===== config.mk =====
export PLATFORM = sky130hd
export DESIGN_NAME = revperm_unit
export DESIGN_NICKNAME = d
export VERILOG_FILES = /design/src/rtl/revperm_unit.sv
export SDC_FILE = /design/constraint.sdc
export NUM_CORES = 1
export LEC_CHECK = 0
export CORE_AREA = 2 2 95 97
export CTS_BUF_LIST = sky130_fd_sc_hd__clkbuf_16
export DETAILED_ROUTE_END_ITERATION = 7
export DIE_AREA = 0 0 97 99
export DONT_BUFFER_PORTS = 1
export GPL_TIMING_DRIVEN = 0
export PLACE_DENSITY = 0.79
export SLEW_MARGIN = 40
export SYNTH_ARGS = -nofsm -noshare
export SYNTH_HDL_FRONTEND = slang
export SYNTH_SLANG_ARGS = --single-unit

===== constraint.sdc =====
create_clock -name clk -period 1.9 [get_ports clk]
set_input_delay 0 -clock clk [delete_from_list [all_inputs] [get_ports clk]]
set_output_delay 0 -clock clk [all_outputs]
set_load 0.01 [all_outputs]

===== src/rtl/revperm_unit.sv =====
module revperm_unit #(
  parameter int XLEN  = 64,
  parameter int IDX_W = 5
) (
  input  logic            clk,
  input  logic            rst,
  input  logic            in_valid,
  input  logic [31:0]     in_insn,
  input  logic [XLEN-1:0] in_src,
  output logic            out_valid,
  output logic            out_undef,
  output logic [IDX_W-1:0] out_rd,
  output logic [XLEN-1:0] out_data
);
  localparam int HALF   = XLEN / 2;
  localparam int NBYTES = XLEN / 8;

  logic       wide;
  logic [5:0] opc;
  logic       fixed_ok, legal;
  assign wide     = in_insn[31];
  assign opc      = in_insn[15:10];
  assign fixed_ok = (in_insn[30:29] == 2'b10) && (in_insn[28:21] == 8'b11010110)
                 && (in_insn[20:16] == 5'd0) && (opc[5:2] == 4'd0);
  assign legal    = fixed_ok && (opc[1:0] != 2'd3 || wide);

  logic [XLEN-1:0] rev_full, rev_low, swp_half, swp_word, swp_dbl;

  for (genvar i = 0; i < XLEN; i++) begin : g_rbit
    assign rev_full[i] = in_src[XLEN-1-i];
  end
  for (genvar i = 0; i < HALF; i++) begin : g_rbit_lo
    assign rev_low[i] = in_src[HALF-1-i];
  end
  assign rev_low[XLEN-1:HALF] = '0;

  for (genvar b = 0; b < NBYTES; b++) begin : g_bytes
    assign swp_half[8*b +: 8] = in_src[8*(b ^ 1) +: 8];
    assign swp_word[8*b +: 8] = in_src[8*((b / 4) * 4 + 3 - (b % 4)) +: 8];
    assign swp_dbl[8*b +: 8]  = in_src[8*(NBYTES-1-b) +: 8];
  end

  logic [XLEN-1:0] perm, result;
  always_comb begin
    case (opc[1:0])
      2'd0:    perm = wide ? rev_full : rev_low;
      2'd1:    perm = swp_half;
      2'd2:    perm = swp_word;
      default: perm = swp_dbl;
    endcase
  end
  assign result = !legal ? '0 : (wide ? perm : {{HALF{1'b0}}, perm[HALF-1:0]});

  always_ff @(posedge clk) begin
    if (rst) begin
      out_valid <= 1'b0;
      out_undef <= 1'b0;
    end else begin
      out_valid <= in_valid && legal;
      out_undef <= in_valid && !legal;
    end
    if (in_valid) begin
      out_rd   <= in_insn[IDX_W-1:0];
      out_data <= result;
    end
  end

  AST_EXCLUSIVE: assert property (@(posedge clk) disable iff (rst)
    !(out_valid && out_undef));
  AST_IDLE_QUIET: assert property (@(posedge clk) disable iff (rst)
    !in_valid |=> !out_valid && !out_undef);
  AST_ONE_CYCLE: assert property (@(posedge clk) disable iff (rst)
    in_valid |=> (out_valid || out_undef));
  AST_RD_FOLLOWS: assert property (@(posedge clk) disable iff (rst)
    in_valid |=> out_rd == $past(in_insn[IDX_W-1:0]));
  AST_UNDEF_NO_DATA: assert property (@(posedge clk) disable iff (rst)
    out_undef |-> out_data == '0);
  AST_NARROW_ZERO: assert property (@(posedge clk) disable iff (rst)
    in_valid && !in_insn[31] |=> out_data[XLEN-1:HALF] == '0);
  AST_DBL_NARROW_UNDEF: assert property (@(posedge clk) disable iff (rst)
    in_valid && fixed_ok && !in_insn[31] && in_insn[11:10] == 2'd3 |=> out_undef);
endmodule


# After elaboration in Yosys (flattened, before gate mapping)
# Index checks and enable logic that the tools add are counted.
dict set report op_classes {
  eq_ne 5
  n_reduce_logical 12
  muxes 2
}
# operator n
set op_table {}
lappend op_table {{$pmux 64 s3} 1}
lappend op_table {{$mux 64} 1}
lappend op_table {{$eq 8x8->1 const B} 1}
lappend op_table {{$logic_and 1x1->1} 6}
lappend op_table {{$logic_not 5->1} 1}
lappend op_table {{$eq 2x2->1 const B} 2}
lappend op_table {{$logic_not 4->1} 1}
lappend op_table {{$eq 2x1->1 const B} 1}
lappend op_table {{$logic_not 2->1} 1}
lappend op_table {{$ne 2x2->1 const B} 1}
lappend op_table {{$reduce_and 2->1} 1}
lappend op_table {{$logic_not 1->1} 1}
lappend op_table {{$logic_or 1x1->1} 1}
dict set report totals {
  ff_bits 71
  in_bits 99
}

# Longest topological paths before layout
# Gate-level depths: netlist of the first run.
dict set report depth {
  depth_word 7
  depth_mapped 7
  mapped_depth_nobuf 4
}

# Worst setup path after synthesis of the first run
# OpenSTA, ideal clock, no wires.
dict set report synth_timing {
  path_type {input-to-reg}
  startpoint {in in_insn[31]}
  endpoint {reg out_data[0] (data pin)}
  slack_ns 0.511
  t_arrival_ns 1.135
  path_stages 4
  cell_sequence {buf_2 -> mux2_2 -> mux4_2 -> and2b_1}
}
dict set report synth_via {
  elab_chain_cells 2
  elab_cells_between_ends 4
  classes_between {mux (2); reduce/logical (2)}
}
# item line
set synth_lines {}
lappend synth_lines {{start, declared} 8} ;# input logic [31:0] in_insn,
lappend synth_lines {{$mux 64 / $logic_or 1x1->1 (equally long branches)} {46, 25}}
lappend synth_lines {{$pmux 64 s3 / $logic_and 1x1->1 (equally long branches)} {45, 25}}
lappend synth_lines {{end signal, assigned} 64} ;# out_data <= result;
lappend synth_lines {{end, declared} 13} ;# output logic [XLEN-1:0] out_data
# Parallel ways exist; a longest one is shown, timed or not.
# A chain may end at the register's enable or synchronous reset.

# Worst setup path in the final report of the first run
dict set report layout_timing {
  startpoint {in in_insn[10]}
  endpoint {reg out_data[35] (data pin)}
}
dict set report layout_via {
  elab_chain_cells 4
  elab_cells_between_ends 8
  classes_between {eq/ne (3); mux (1); reduce/logical (4)}
}
# item line
set layout_lines {}
lappend layout_lines {{$ne 2x2->1} 25} ;# assign legal = fixed_ok && (opc[1:0] != 2'd3 || wide);
lappend layout_lines {{$logic_or 1x1->1} 25}
lappend layout_lines {{$logic_and 1x1->1} 25}
lappend layout_lines {{$reduce_and 2->1 (no source line)} -}
# Parallel ways exist; a longest one is shown, timed or not.

==> impl_metrics.env, run 1 <==
export IMPL_worstSetupStartpointType="input port"
export IMPL_synth_top_area_cell="edfxtp_1"
export IMPL_synthAdderAreaFrac_pct=0
export IMPL_worstPathArrival_ns=1.82
export IMPL_drtAntennaViolNets=0
export IMPL_clkPwrFrac_pct=40.3
export IMPL_cpMostUsedCell="buf_4"
export IMPL_fmax_mhz=569
export IMPL_synth_distinct_cells=35
export IMPL_crit_chain="buf_4, buf_4, buf_2, clkbuf_2, a222oi_1, dlygate4sd3_1, nor2_1"
export IMPL_synthMuxAreaShare_pct=22.3
export IMPL_cp_required_ns=1.96
export IMPL_num_io_pins=170
export IMPL_slew_viol_final=0
export IMPL_postSynthAreaPerCell_um2=12.9
export IMPL_grt_overflow=0
export IMPL_synthXorXnorAreaFrac_pct=0
export IMPL_rsz0062_at_grt="false"
export IMPL_startpoint="in_insn[10]"
export IMPL_track_usage_pct=32.5
export IMPL_clockRootBuffer="clkbuf_16"
export IMPL_synth_top_family_by_area="multiplexers"
export IMPL_p_total_mw=4.11
export IMPL_path_delay_family="buffers and inverters"
export IMPL_power_density_nw_per_um2=751
export IMPL_cts_buffers=9
export IMPL_seqPwrFrac_pct=45.6
export IMPL_power_switching_mw=0.999
export IMPL_ys_flop_type="edfxtp_1"
export IMPL_finalHoldViolations=69
export IMPL_internal_power_mw=3.11
export IMPL_async_reset_ff_share_pct=0
export IMPL_grt_start_max_net_pins=72
export IMPL_htree_num_levels=3
export IMPL_sw_frac_of_total_pct=24.3
export IMPL_status="finished, violations left"
export IMPL_synth_seq_cells=71
export IMPL_dp_hpwl_um=10000
export IMPL_drcViolationCount=0
export IMPL_hp_start="in_valid"
export IMPL_setup_ws_ns=0.143
export IMPL_pwr_share_comb_pct=14.0
export IMPL_diodes=0
export IMPL_cp_max_fo=10
export IMPL_fin_crit_ns=1.76
export IMPL_cp_end_kind="flip-flop"
export IMPL_cp_num_cells=7
export IMPL_routed_wl_um=15600
export IMPL_slew_headroom_pct=50.9
export IMPL_netlist_instances=354
export IMPL_final_setup_tns_ns=0
export IMPL_clock_sinks=71
export IMPL_synth_simple_area_share_pct=9.90
export IMPL_synth_top_area_share_pct=45.3
export IMPL_first_global_vias=4267
export IMPL_peakVddDrop_mv=0.420
export IMPL_wl_per_cell_um=29.8
export IMPL_dp_cells=462
export IMPL_core_um2=8550
export IMPL_cts_tree="done"
export IMPL_worstHoldPathType="input port to flip-flop"
export IMPL_vias_per_cell=7.50
export IMPL_synthesis_area_um2=4570
export IMPL_antenna_found_initial=0
export IMPL_synth_compound_area_share_pct=17.3
export IMPL_num_vias=3931
export IMPL_syn_nets=453
export IMPL_firstDrtPassIters=6
export IMPL_ctsHoldBuffers=46
export IMPL_synth_area_top_cells="edfxtp_1 (45%), mux2_2 (8.1%), mux4_2 (7.4%)"
export IMPL_setup_viol=0
export IMPL_area_growth_pct=19.5
export IMPL_ys_seq_area_share_pct=46.2
export IMPL_drive_above_1_share_pct=25.2
export IMPL_instances_no_fill=524
export IMPL_n_fill_cell=651
export IMPL_die_h_um=99
export IMPL_dr_first_iter_drc_count=467
export IMPL_finalCritPeriodShare_pct=92.5
export IMPL_worstMarginPinSlew_ns=0.737
export IMPL_synth_edf_count=69
export IMPL_die_w_um=97
export IMPL_worst_path_buf_inv=5
export IMPL_grt_pass1_wl_um=23800
export IMPL_crit_end="out_data[35]"
export IMPL_leakagePower_nw=1.85
export IMPL_cpMaxStageDelayCell="dlygate4sd3_1"
export IMPL_gp_congestion=0.953
export IMPL_pre_cts_ws_ns=0.0317
export IMPL_num_rows=34
export IMPL_synth_warnings=0
export IMPL_floorplan_initialDensity_pct=53.5
export IMPL_die_area_um2=9600
export IMPL_path_clk_slew_ns=0.06
export IMPL_clk_path_buf_depth=2
export IMPL_worstSetupPathType="input port to flip-flop"
export IMPL_portBuffers=0
export IMPL_violations="hold timing"
export IMPL_post_cts_buffers=0
export IMPL_whs_ns=-0.230
export IMPL_final_nets=510
export IMPL_maxCapViolations=0
export IMPL_max_stage_delay_ns=0.60
placed cells by master, fill, tap and decap left out, drive strengths merged:
cell and count:
o2111ai 1, dfxtp 2, clkinv 3, a222oi 17, and3b 1, edfxtp 69, buf 25, a211oi 31
nor3 1, clkbuf 21, nand4bb 1, nor2 40, clkinvlp 2, a221oi 15, nand2b 1, mux2i 31
nand4b 1, and4b 1, a2111oi 17, bufinv 1, and2 14, mux2 33, nand2 2, and2b 7
mux4 15, nor4 1, nand4 1, inv 2, dlygate4sd3 46, nor2b 12, or2 1, nor3b 1
kinds of logic (layout without fill, tap and decap cells):
family	Yosys count	in the layout
and+or+nand+nor	85	85
AOI/OAI and AO/OA	81	81
muxes	79	79
DFF	71	71
buffers and inverters	38	100
cell type report:
type / count / area [um2] / share of cell area, %
Buffer: 37 / 196 / 3.59
Clock buffer: 9 / 225 / 4.12
Clock inverter: 7 / 65.1 / 1.19
Inverter: 1 / 3.75 / 0.0687
Multi-Input combinational cell: 245 / 2270 / 41.5
Sequential cell: 71 / 2110 / 38.6
Tap cell: 108 / 135 / 2.47
Timing Repair Buffer: 46 / 460 / 8.42
layer usage:
layer	vias up	track usage [%]	share of wire [%]
li1	1577	-	-
met1	1880	37.5	33
met2	413	53.4	49
met3	61	11.4	15
met4	0	17.8	3.8
met5	-	0	0
synth_stat cells (2+ instances only):
cell	n
dfxtp_1	2
a211oi_1	31
mux2_2	33
and2_1	14
nand2_1	2
a2111oi_0	4
buf_2	17
buf_1	2
mux4_2	15
and2b_1	7
a222oi_1	17
edfxtp_1	69
nor2_1	39
a2111oi_2	13
buf_4	4
buf_6	2
mux2i_1	31
nor2b_1	12
a221oi_1	15
clkbuf_1	10
through the flow:
step | util (%) | area [um2]
2_1_floorplan | - | 4570
3_3_place_gp | 55.1 | 4710
3_5_place_dp | 55.1 | 4710
4_1_cts | 63.9 | 5460
5_1_grt | 63.9 | 5470
6_report | 63.9 | 5470
worst min path at each step:
stage | to | slack, ns | cells past startpoint
2_1_floorplan | out_valid | 0.08 | 1
3_5_place_dp | out_valid | 0.08 | 1
3_3_place_gp | out_valid | 0.08 | 1
5_1_grt | out_data[59] | -0.23 | 0
4_1_cts | out_data[36] | -0.22 | 0
6_report | out_data[60] | -0.23 | 0
power groups by stage:
stage               clock network, mW  registers [mW]  logic (mW)
floorplan                           0            1.90       0.361
global placement                    0            1.91       0.440
detailed placement                  0            1.91       0.452
CTS                              1.67            1.88       0.551
global route                     1.73            1.88       0.601
finish                           1.66            1.87       0.576
registers in the layout, indices dropped and copies added (netlist names):
signal     count
out_data      64
out_valid      1
out_undef      1
out_rd         5
timing repair:
action	CTS	global route
endpoints found under the setup margin	0	7
resized for setup	0	3
endpoints found under the hold margin	98	69
(Power assumes the default switching activity.)
==> run 2, diff against run 1 <==
- CORE_AREA: 2 2 95 97 -> 2 2 91 93
- DIE_AREA: 0 0 97 99 -> 0 0 93 95
- PLACE_DENSITY: 0.79 -> 0.84
==> impl_metrics.env, run 2 (synthesized netlist as in run 1, its figures left out) <==
export IMPL_status="finished, violations left"
export IMPL_violations="DRC, hold timing"
export IMPL_cpMaxStageDelayCell="dlygate4sd3_1"
export IMPL_drtAntennaViolNets=0
export IMPL_wl_per_cell_um=29.5
export IMPL_path_delay_family="buffers and inverters"
export IMPL_regMostFlops="out_data"
export IMPL_pre_cts_ws_ns=-0.0116
export IMPL_post_dp_cell_area_um2=4710
export IMPL_area_growth_pct=21.2
export IMPL_cp_end_kind="flip-flop"
export IMPL_num_io_pins=170
export IMPL_core_um2=7930
export IMPL_instances_no_fill=522
export IMPL_clockRootBuffer="clkbuf_16"
export IMPL_crit_chain="buf_4, nor2b_1, clkbuf_1, buf_2, a222oi_1, dlygate4sd3_1, nor2_1"
export IMPL_portBuffers=0
export IMPL_max_stage_delay_ns=0.59
export IMPL_setup_ws_ns=0.0721
export IMPL_die_h_um=95
export IMPL_finalCritPeriodShare_pct=96.2
export IMPL_vias_per_cell=7.63
export IMPL_worst_path_buf_inv=4
export IMPL_first_global_vias=4075
export IMPL_die_area_um2=8840
export IMPL_cp_required_ns=2.09
export IMPL_rsz0062_at_grt="false"
export IMPL_clock_sinks=71
export IMPL_firstDrtPassIters=8
export IMPL_grt_start_max_net_pins=72
export IMPL_track_usage_pct=35.3
export IMPL_whs_ns=-0.224
export IMPL_cts_buffers=9
export IMPL_num_rows=33
export IMPL_worstPathArrival_ns=2.01
export IMPL_slew_headroom_pct=54.0
export IMPL_diodes=0
export IMPL_power_density_nw_per_um2=815
export IMPL_grt_pass1_wl_um=22900
export IMPL_final_nets=511
export IMPL_internal_power_mw=3.51
export IMPL_dr_first_iter_drc_count=584
export IMPL_fmax_mhz=547
export IMPL_final_core_util_pct=69.9
export IMPL_most_common_layout_cells="edfxtp_1 (69), dlygate4sd3_1 (47), nor2_1 (39)"
export IMPL_die_w_um=93
export IMPL_slew_viol_final=0
export IMPL_grt_overflow=0
export IMPL_clkPwrFrac_pct=45.6
export IMPL_final_cell_area_um2=5540
export IMPL_htree_num_levels=3
export IMPL_whs_path_depth=0
export IMPL_worstHoldPathType="input port to flip-flop"
export IMPL_worstSetupPathType="input port to flip-flop"
export IMPL_final_setup_tns_ns=0
export IMPL_cp_max_fo=10
export IMPL_ctsHoldBuffers=47
export IMPL_peakVddDrop_mv=0.393
export IMPL_dp_cells=459
export IMPL_drive_above_1_share_pct=25.4
export IMPL_p_total_mw=4.52
export IMPL_power_switching_mw=1.01
export IMPL_path_clk_slew_ns=0.06
export IMPL_setup_viol=0
export IMPL_leakagePower_nw=1.88
export IMPL_final_common_cell="edfxtp_1"
export IMPL_floorplan_initialDensity_pct=57.7
export IMPL_gp_congestion=0.964
export IMPL_drcViolationCount=2
export IMPL_dp_hpwl_um=9690
export IMPL_cp_num_cells=7
export IMPL_fin_crit_ns=1.83
export IMPL_routed_wl_um=15400
export IMPL_top_regs="out_data (64), out_rd (5)"
export IMPL_cts_tree="done"
export IMPL_pwr_share_comb_pct=12.9
export IMPL_antenna_found_initial=0
export IMPL_worstMarginPinSlew_ns=0.690
export IMPL_sw_frac_of_total_pct=22.3
export IMPL_worstSetupStartpointType="input port"
export IMPL_seqPwrFrac_pct=41.5
export IMPL_n_fill_cell=567
export IMPL_finalHoldViolations=69
export IMPL_maxCapViolations=0
export IMPL_largest_reg_flops=64
export IMPL_num_vias=3984
export IMPL_clk_path_buf_depth=2
run 2: cell count changes in the layout (fill, tap and decap cells not counted), sizes merged:
cell         previous run  this run
inv                     2         1
clkinv                  3         2
clkinvlp                2         1
dlygate4sd3            46        47
bufinv                  1         4
run 2: path summary, 6_finish.rpt:
kind / from / slack (ns) / end
setup / recovery: in_insn[11] / 0.07 / out_data[38]
hold / removal: in_valid / -0.22 / out_data[36]
run 2: cell type report:
| cell class | count | area [um2] | area share [%] |
|---|---|---|---|
| multi-input combinational | 245 | 2270 | 40.9 |
| tap | 105 | 131 | 2.37 |
| buffer | 37 | 196 | 3.54 |
| sequential | 71 | 2110 | 38.1 |
| clock buffer | 9 | 225 | 4.06 |
| timing repair buffer | 47 | 470 | 8.49 |
| clock inverter | 7 | 135 | 2.44 |
| inverter | 1 | 3.75 | 0.0677 |
run 2: metal layers:
metal  vias up  GRT usage (%)  share of wire [%]
met5         -              0                  0
met4         0           20.2                5.1
met3        96           11.1                 15
met2       432           57.5                 47
met1      1877           41.4                 33
li1       1579              -                  -
run 2: timing repair:
action / in CTS / in global routing
endpoints found under the hold margin: 98 / 69
gates resized for setup: 0 / 3
setup endpoints to repair: 0 / 9
setup buffers: 0 / 0
run 2: power by group through the flow:
stage	registers (mW)	logic, mW	clock network [mW]
floorplan	1.90	0.361	0
global placement	1.91	0.439	0
detailed placement	1.91	0.451	0
CTS	1.88	0.555	2.05
global route	1.88	0.604	2.12
finish	1.88	0.583	2.06
==> run 3, diff against run 2 <==
- CTS_CLUSTER_SIZE: not set -> 8
- PLACE_DENSITY: 0.84 -> 0.74
==> impl_metrics.env, run 3 (synthesized netlist as in run 1, its figures left out) <==
export IMPL_num_rows=33
export IMPL_finalHoldViolations=69
export IMPL_hold_path_end="out_data[35]"
export IMPL_fmax_mhz=554
export IMPL_final_common_cell="edfxtp_1"
export IMPL_busiest_layer="met2"
export IMPL_die_area_um2=8840
export IMPL_top_regs="out_data (64), out_rd (5)"
export IMPL_slew_viol_final=0
export IMPL_num_vias=3904
export IMPL_diodes=0
export IMPL_gp_congestion=0.948
export IMPL_final_cell_area_um2=5440
export IMPL_sw_frac_of_total_pct=23.8
export IMPL_clock_sinks=71
export IMPL_post_cts_buffers=0
export IMPL_post_dp_cell_area_um2=4710
export IMPL_regMostFlops="out_data"
export IMPL_track_usage_pct=33.9
export IMPL_worstHoldPathType="input port to flip-flop"
export IMPL_use_met3_pct=9.58
export IMPL_core_um2=7930
export IMPL_violations="hold timing"
export IMPL_final_setup_tns_ns=0
export IMPL_worstSetupPathType="input port to flip-flop"
export IMPL_seqPwrFrac_pct=46.0
export IMPL_firstDrtPassIters=7
export IMPL_worstPathArrival_ns=1.99
export IMPL_n_fill_cell=593
export IMPL_cp_end_kind="flip-flop"
export IMPL_status="finished, violations left"
export IMPL_pwr_share_comb_pct=13.8
export IMPL_leakagePower_nw=1.84
export IMPL_portBuffers=0
export IMPL_setup_viol=0
export IMPL_vias_per_cell=7.52
export IMPL_power_switching_mw=0.970
export IMPL_rsz0062_at_grt="false"
export IMPL_crit_chain="buf_4, nor2b_1, clkbuf_1, buf_2, a222oi_1, dlygate4sd3_1, nor2_1"
export IMPL_wl_per_cell_um=28.6
export IMPL_clk_path_buf_depth=2
export IMPL_routed_wl_um=14900
export IMPL_internal_power_mw=3.10
export IMPL_power_density_nw_per_um2=748
export IMPL_drcViolationCount=0
export IMPL_antenna_found_initial=0
export IMPL_grt_pass1_wl_um=22100
export IMPL_fin_crit_ns=1.80
export IMPL_slew_headroom_pct=48.8
export IMPL_dp_hpwl_um=9450
export IMPL_drtAntennaViolNets=0
export IMPL_peakVddDrop_mv=0.444
export IMPL_largest_reg_flops=64
export IMPL_path_clk_slew_ns=0.06
export IMPL_most_common_layout_cells="edfxtp_1 (69), dlygate4sd3_1 (44), nor2_1 (39)"
export IMPL_max_stage_delay_ns=0.60
export IMPL_htree_num_levels=3
export IMPL_area_growth_pct=19.0
export IMPL_grt_start_max_net_pins=72
export IMPL_die_w_um=93
export IMPL_die_h_um=95
export IMPL_clkPwrFrac_pct=40.2
export IMPL_worstMarginPinSlew_ns=0.767
export IMPL_cpMaxStageDelayCell="dlygate4sd3_1"
export IMPL_num_io_pins=170
export IMPL_cts_tree="done"
export IMPL_finalCritPeriodShare_pct=94.9
export IMPL_grt_use_met1_pct=41.1
export IMPL_maxCapViolations=0
export IMPL_clockRootBuffer="clkbuf_16"
export IMPL_use_met2_pct=53.9
export IMPL_first_global_vias=3907
export IMPL_path_delay_family="buffers and inverters"
export IMPL_dr_first_iter_drc_count=600
export IMPL_whs_path_depth=0
export IMPL_whs_ns=-0.225
export IMPL_final_core_util_pct=68.6
export IMPL_ctsHoldBuffers=44
export IMPL_worstSetupStartpointType="input port"
export IMPL_hp_start="in_valid"
export IMPL_worst_path_buf_inv=4
export IMPL_final_nets=508
export IMPL_cts_buffers=9
export IMPL_floorplan_initialDensity_pct=57.7
export IMPL_p_total_mw=4.07
export IMPL_cp_max_fo=10
export IMPL_drive_above_1_share_pct=25.6
export IMPL_cp_required_ns=2.08
export IMPL_grt_overflow=0
-- run 3: cell types whose count changed in the layout (fill, tap and decap cells not counted), sizes merged --
| cell | change |
|---|---|
| dlygate4sd3 | -3 |
| bufinv | -3 |
| clkinv | +3 |
-- run 3: repair_timing --
| action | in CTS | in global routing |
|---|---|---|
| setup endpoints to repair | 0 | 5 |
| hold endpoints to repair | 96 | 69 |
| gates resized for setup | 0 | 3 |
-- run 3: final cells by class --
class / instances / area, um2 / share of cell area, %
clock inverter: 7 / 63.8 / 1.17
inverter: 1 / 3.75 / 0.0690
multi-input combinational: 245 / 2270 / 41.7
tap: 105 / 131 / 2.41
timing repair buffer: 44 / 440 / 8.09
clock buffer: 9 / 225 / 4.14
buffer: 37 / 196 / 3.61
sequential: 71 / 2110 / 38.8
-- run 3: stage by stage --
| step | hold WS (ns) | worst slack [ns] | instances |
|---|---|---|---|
| after floorplan | 0.0761 | 0.511 | 354 |
| after global placement | 0.0788 | 0.0955 | 459 |
| after detailed placement | 0.0797 | 0.0838 | 459 |
| after CTS | -0.228 | 0.0179 | 519 |
| after global routing | -0.226 | 0.0142 | 519 |
| final | -0.225 | 0.0962 | 519 |
-- run 3: metal layers --
metal  vias to the layer above  routed length (um)
li1                       1573                   -
met5                         -                   0
met2                       391                6880
met1                      1857                5210
met3                        83                1990
met4                         0                 768
-- run 3: power groups by stage --
stage	sequential [mW]	combinational (mW)	clock, mW
final	1.87	0.564	1.64
after CTS	1.87	0.540	1.64
after detailed placement	1.91	0.447	0
after floorplan	1.90	0.361	0
after global routing	1.88	0.589	1.70
after global placement	1.90	0.438	0
-- run 3: how the worst max path moves through the flow --
| stage | endpoint | depth (start not counted) | startpoint |
|---|---|---|---|
| floorplan | out_data[0] | 4 | in_insn[31] |
| global placement | out_data[55] | 5 | in_insn[31] |
| detailed placement | out_data[32] | 5 | in_insn[31] |
| CTS | out_data[33] | 7 | in_insn[10] |
| global route | out_data[38] | 7 | in_insn[10] |
| finish | out_data[38] | 7 | in_insn[11] |
